<file path="src/rtl/jir_pkg.sv">
package jir_pkg;
  localparam int unsigned IR_W = 6;

  localparam logic [IR_W-1:0] OP_EXTEST  = 6'b000000;
  localparam logic [IR_W-1:0] OP_SAMPLE  = 6'b000001;
  localparam logic [IR_W-1:0] OP_IDCODE  = 6'b000010;
  localparam logic [IR_W-1:0] OP_HIGHZ   = 6'b000011;
  localparam logic [IR_W-1:0] OP_CAPTURE = 6'b101101;
  localparam logic [IR_W-1:0] OP_CLAMP   = 6'b111110;
  localparam logic [IR_W-1:0] OP_BYPASS  = 6'b111111;

  typedef enum logic [1:0] {
    DR_BSR    = 2'd0,
    DR_IDCODE = 2'd1,
    DR_BYPASS = 2'd2
  } dr_sel_e;

  typedef struct packed {
    logic extest;
    logic highz;
    logic clamp;
  } pin_mode_t;
endpackage

</file>
<file path="src/rtl/jir_rst_sync.sv">
module jir_rst_sync #(
  parameter int unsigned STAGES = 2
) (
  input  logic clk,
  input  logic arst_n,
  output logic rst_n
);
  logic [STAGES-1:0] sync_q;
  logic [STAGES-1:0] sync_d;

  generate
    if (STAGES == 1) begin : g_one
      always_comb sync_d = 1'b1;
    end else begin : g_many
      always_comb sync_d = {sync_q[STAGES-2:0], 1'b1};
    end
  endgenerate

  always_ff @(posedge clk or negedge arst_n) begin
    if (!arst_n) sync_q <= '0;
    else         sync_q <= sync_d;
  end

  assign rst_n = sync_q[STAGES-1];
endmodule

</file>
<file path="src/rtl/jir_shift_stage.sv">
module jir_shift_stage #(
  parameter int unsigned     W   = 6,
  parameter logic [W-1:0]    CAP = 6'b101101
) (
  input  logic         clk,
  input  logic         rst_n,
  input  logic         capture,
  input  logic         shift,
  input  logic         sin,
  output logic [W-1:0] sr_q,
  output logic         sout
);
  logic [W-1:0] sr_d;
  logic         sr_en;

  always_comb begin
    sr_en = capture | shift;
    sr_d  = sr_q;
    if (capture)    sr_d = CAP;
    else if (shift) sr_d = {sin, sr_q[W-1:1]};
  end

  always_ff @(posedge clk or negedge rst_n) begin
    if (!rst_n)     sr_q <= CAP;
    else if (sr_en) sr_q <= sr_d;
  end

  assign sout = sr_q[0];

  assert_capture_pattern_R1: assert property (@(posedge clk) disable iff (!rst_n)
    capture |=> (sr_q == CAP));

  assert_shift_move_R2: assert property (@(posedge clk) disable iff (!rst_n)
    (shift && !capture) |=> (sr_q[W-1] == $past(sin)) && (sr_q[W-2:0] == $past(sr_q[W-1:1])));

  assert_shift_idle_R2: assert property (@(posedge clk) disable iff (!rst_n)
    (!shift && !capture) |=> $stable(sr_q));
endmodule

</file>
<file path="src/rtl/jir_hold_reg.sv">
module jir_hold_reg #(
  parameter int unsigned  W      = 6,
  parameter logic [W-1:0] RST_OP = 6'b000010
) (
  input  logic         clk,
  input  logic         rst_n,
  input  logic         tlr,
  input  logic         update,
  input  logic [W-1:0] sr,
  output logic [W-1:0] ir_q
);
  logic [W-1:0] ir_d;
  logic         ir_en;

  always_comb begin
    ir_en = tlr | update;
    ir_d  = ir_q;
    if (tlr)         ir_d = RST_OP;
    else if (update) ir_d = sr;
  end

  always_ff @(posedge clk or negedge rst_n) begin
    if (!rst_n)     ir_q <= RST_OP;
    else if (ir_en) ir_q <= ir_d;
  end

  assert_hold_stable_R3: assert property (@(posedge clk) disable iff (!rst_n)
    (!tlr && !update) |=> $stable(ir_q));

  assert_update_takes_R3: assert property (@(posedge clk) disable iff (!rst_n)
    (update && !tlr) |=> (ir_q == $past(sr)));

  assert_tlr_reset_R4: assert property (@(posedge clk) disable iff (!rst_n)
    tlr |=> (ir_q == RST_OP));
endmodule

</file>
<file path="src/rtl/jir_decode.sv">
module jir_decode
  import jir_pkg::*;
(
  input  logic [IR_W-1:0] ir,
  output dr_sel_e         dr_sel,
  output pin_mode_t       mode
);
  always_comb begin
    dr_sel = DR_BYPASS;
    mode   = '0;
    unique case (ir)
      OP_EXTEST: begin
        dr_sel      = DR_BSR;
        mode.extest = 1'b1;
      end
      OP_SAMPLE: dr_sel = DR_BSR;
      OP_IDCODE: dr_sel = DR_IDCODE;
      OP_HIGHZ:  mode.highz = 1'b1;
      OP_CLAMP:  mode.clamp = 1'b1;
      default:   dr_sel = DR_BYPASS;
    endcase
  end
endmodule

</file>
<file path="src/rtl/jtag_ir_core.sv">
module jtag_ir_core
  import jir_pkg::*;
#(
  parameter int unsigned RST_STAGES = 2
) (
  input  logic            tck,
  input  logic            trst_n,
  input  logic            tlr_state,
  input  logic            capture_ir,
  input  logic            shift_ir,
  input  logic            update_ir,
  input  logic            tdi,
  output logic            tdo,
  output logic [IR_W-1:0] instr,
  output logic            sel_bsr,
  output logic            sel_idcode,
  output logic            sel_bypass,
  output logic            mode_extest,
  output logic            mode_highz,
  output logic            mode_clamp
);
  logic            rst_n;
  logic [IR_W-1:0] sr;
  dr_sel_e         dr_sel;
  pin_mode_t       mode;

  jir_rst_sync #(.STAGES(RST_STAGES)) u_rst (
    .clk(tck), .arst_n(trst_n), .rst_n(rst_n)
  );

  jir_shift_stage #(.W(IR_W), .CAP(OP_CAPTURE)) u_sr (
    .clk(tck), .rst_n(rst_n), .capture(capture_ir), .shift(shift_ir),
    .sin(tdi), .sr_q(sr), .sout(tdo)
  );

  jir_hold_reg #(.W(IR_W), .RST_OP(OP_IDCODE)) u_hold (
    .clk(tck), .rst_n(rst_n), .tlr(tlr_state), .update(update_ir),
    .sr(sr), .ir_q(instr)
  );

  jir_decode u_dec (
    .ir(instr), .dr_sel(dr_sel), .mode(mode)
  );

  assign sel_bsr     = (dr_sel == DR_BSR);
  assign sel_idcode  = (dr_sel == DR_IDCODE);
  assign sel_bypass  = (dr_sel == DR_BYPASS);
  assign mode_extest = mode.extest;
  assign mode_highz  = mode.highz;
  assign mode_clamp  = mode.clamp;

  assert_one_select_R11: assert property (@(posedge tck) disable iff (!rst_n)
    $onehot({sel_bsr, sel_idcode, sel_bypass}));

  assert_one_mode_R11: assert property (@(posedge tck) disable iff (!rst_n)
    $onehot0({mode_extest, mode_highz, mode_clamp}));

  assert_extest_bsr_R5: assert property (@(posedge tck) disable iff (!rst_n)
    mode_extest |-> sel_bsr);

  assert_highz_bypass_R8: assert property (@(posedge tck) disable iff (!rst_n)
    mode_highz |-> sel_bypass);

  assert_clamp_bypass_R9: assert property (@(posedge tck) disable iff (!rst_n)
    mode_clamp |-> sel_bypass);

  assert_idcode_sel_R7: assert property (@(posedge tck) disable iff (!rst_n)
    sel_idcode |-> (instr == OP_IDCODE));
endmodule

</file>
<file path="config.mk">
export PLATFORM = sky130hd
export DESIGN_NAME = jtag_ir_core
export DESIGN_NICKNAME = d
export VERILOG_FILES = /design/src/rtl/jir_pkg.sv /design/src/rtl/jir_rst_sync.sv /design/src/rtl/jir_shift_stage.sv /design/src/rtl/jir_hold_reg.sv /design/src/rtl/jir_decode.sv /design/src/rtl/jtag_ir_core.sv
export SDC_FILE = /design/constraint.sdc
export NUM_CORES = 1
export LEC_CHECK = 0
export CAP_MARGIN = 20
export CORE_MARGIN = 2
export CORE_UTILIZATION = 47
export CTS_BUF_LIST = sky130_fd_sc_hd__clkbuf_4
export DETAILED_ROUTE_END_ITERATION = 10
export MAX_ROUTING_LAYER = met4
export PLACE_DENSITY = 0.8
export REMOVE_ABC_BUFFERS = 1
export SLEW_MARGIN = 20
export SYNTH_ARGS = -nofsm -noshare
export SYNTH_HDL_FRONTEND = slang
export SYNTH_HIERARCHICAL = 1
export SYNTH_SLANG_ARGS = --single-unit
</file>
<file path="constraint.sdc">
create_clock -name tck -period 2 [get_ports tck]
set_input_delay 0.5 -clock tck [delete_from_list [all_inputs] [get_ports tck]]
set_output_delay 0.5 -clock tck [all_outputs]
set_load 0.05 [all_outputs]
</file>
==> impl_results.md <==
- Outcome: finished with violations
- Finished Core Util: 0.713
- I/O pin total: 20
- Post-synth cell types: 17
- Ant diodes: 0
- Number of enable flip-flop cells after synthesis: 0
- Nets: 86
- Buffers on Ports: 19
- Count leader, synth: nor2_1
- Fill cells: 104
- Crit-path max FO: 4
- Max frequency: 0.447 GHz
- CTS max path bufs: 2
- CTS clk-pin slew, worst paths: approximately 0.080 ns
- Clock Skew: between 0.0015 and 0.002 ns
- Hold Path Class: flop to async pin
- Final hold violations: 0
- Drt drc: 0
- Largest net degree at the start of global routing: 13
- RSZ-0062 raised after global routing: yes
- Grt total ovfl: 0
- Failing checks: negative setup slack
- Main synth FF type: dfrtp_1
- First-pass GRT wire length: 1.89 mm
- Vias: 469
- Core Rows: 13
- GP Congestion: 0.714
- PD cells: 767 nW/um^2
- Post-route insts no fill: 93
- Setup Viol. Count Final: 5
- Max Slew Vio Count: 0
- Worst skew pair latency: 0.27 ns
- CTS tree: done
- Number of global-route vias before repair: 437
- Vias/cell: just over 5
- Final ANT Viol Nets: 0
- Synth async-reset ratio: 1.00
- Top cell type's share of synthesized area: 0.344
- Max_cap viols: 0
- Tot Pwr: 0.711 mW
- Worst slack, placed: 0.0630 ns
- Initial Utilization: 0.504
- Startpoint Class: flop
- Area Growth Syn to Fin: 41.4%
- CP Capture Type: output port
- CTS Sinks: 14
- Synth top area cells: dfrtp_1 (34%), dfstp_2 (20%), mux2i_1 (11%)
- Dpl hpwl: roughly 920 um
- Die area: 1710 sq um
- Die Width: between 40 and 50 um
- GRT Total Usage: 0.180
- Worst EP arrival: 1.74 ns
- Largest area contributor in the netlist: dfrtp_1
- Worst VDD drop: 0.000547 V
- Dpl cells: 88
- Die height: ~41 um
- Share of post-route cells with drive strength above 1: 0.449
- Initial DRT Pass Iterations: 3
- Mapped Avg Cell Area: 12.1 sq um
- Initial antenna violation count: 0
- CORE AREA: 1300 sq um
- Root Driver: clkbuf_4
- H-tree depth: 1
- Hold Buf Count CTS: 0
- Required @ worst endpoint: 1.50 ns
- Fin crit share: 1.12
- Most frequent cells after synthesis: nor2_1 (11), dfrtp_1 (9), mux2i_1 (7)
- Routed WL per cell: about 12 um
- First DRT Iteration DRCs: 12
- Sequential area share after synthesis: 0.544
- Min Tclk post-route: 2.24 ns
- Cell area after synthesis: 656 sq um
- Num CTS Buffers: 3
- PnR worst setup slack: -0.239 ns
- Yosys reg bits: 14
- Leak: around 0.44 nW
- WL final: 1.15 mm
- Ys Warns: 6
- Critical path class: flop to output port
- Syn Inst Count: 54
critical path, cell delays in order, from the launching register on:
cell and delay [ns]:
dfrtp_1 0.38, or4_4 0.57, nand2b_4 0.16, and2b_2 0.23, buf_12 0.13
repair_timing:
action                                 in CTS  in global routing
endpoints found under the hold margin       0                  0
resized for setup                           1                  1
pin swaps                                   1                  1
setup endpoints to repair                   5                  5
buffers inserted                            1                  0
metrics by stage:
stage | area (sq um) | TNS [ns] | hold WS, ns
after global placement | 887 | 0 | 0.201
final | 927 | -0.840 | 0.191
after global routing | 927 | -1.16 | 0.234
after CTS | 925 | -0.883 | 0.208
after detailed placement | 887 | 0 | 0.201
after floorplan | 626 | -1.59 | 0.143
placed cells by master, fill, tap and decap left out:
cell type        netlist  layout
nand2_1                1       1
nor2_2                 0       1
nor2_1                11      10
nand2b_1               1       1
buf_12                 0       5
nor3_2                 1       1
buf_4                  1      11
nor2b_1                1       1
clkdlybuf4s50_1        0       6
nor2b_2                5       5
clkinv_1               0       1
clkbuf_4               0       3
or4_4                  1       1
nand4_1                1       1
dfstp_2                5       5
nand2b_4               1       1
dfrtp_1                9       9
a211o_1                5       5
buf_6                  2       1
conb_1                 1       1
mux2i_1                7       7
and2b_2                1       1
metal layers:
metal | vias to the layer above | global-route usage | wire length (um)
li1 | 231 | - | -
met1 | 222 | 0.204 | 452
met2 | 16 | 0.313 | 630
met3 | 0 | 0.0160 | 63
met4 | 0 | 0.0968 | 0
met5 | - | - | 0
report_power, final:
group	total, mW	switching, mW	internal (mW)
clock	0.155	0.0830	0.0722
combinational	0.227	0.128	0.0989
sequential	0.329	0.0201	0.309
total	0.711	0.231	0.480
final cells by class:
cell class	instances	area, sq um	share of cell area
Clock buffer	3	22.5	0.0243
Clock inverter	1	3.75	0.00405
Multi-Input combinational cell	37	272	0.293
Sequential cell	14	357	0.385
Tap cell	15	18.8	0.0202
Timing Repair Buffer	23	254	0.274
sequential cells by signal, summed over array words and instances (netlist names):
name and cells:
u_sr/sr_q 6, u_hold/ir_q 6, u_rst/sync_q 2
kinds of logic (layout without fill, tap and decap cells):
logic type | count (synthesis) | count (layout) | share of synthesized area
other | 1 | 1 | 0.00572
buffers and inverters | 3 | 27 | 0.0458
and+or+nand+nor | 24 | 24 | 0.231
AOI/OAI and AO/OA | 5 | 5 | 0.0668
muxes | 7 | 7 | 0.107
DFF | 14 | 14 | 0.544
worst paths after layout:
check,start,end,slack [ns],depth (start not counted)
max,u_hold/ir_q[5],sel_idcode,-0.24,4
min in group tck,u_rst/sync_q[0],u_rst/sync_q[1],0.35,0
min reg2reg,u_rst/sync_q[1],u_hold/ir_q[4],0.19,0
min,u_rst/sync_q[1],u_hold/ir_q[4],0.19,0
max in group asynchronous,u_rst/sync_q[1],u_sr/sr_q[3],1.46,0
max reg2reg,u_hold/ir_q[4],u_hold/ir_q[4],1.05,4
Note: power is estimated with default switching activity, not from simulation.
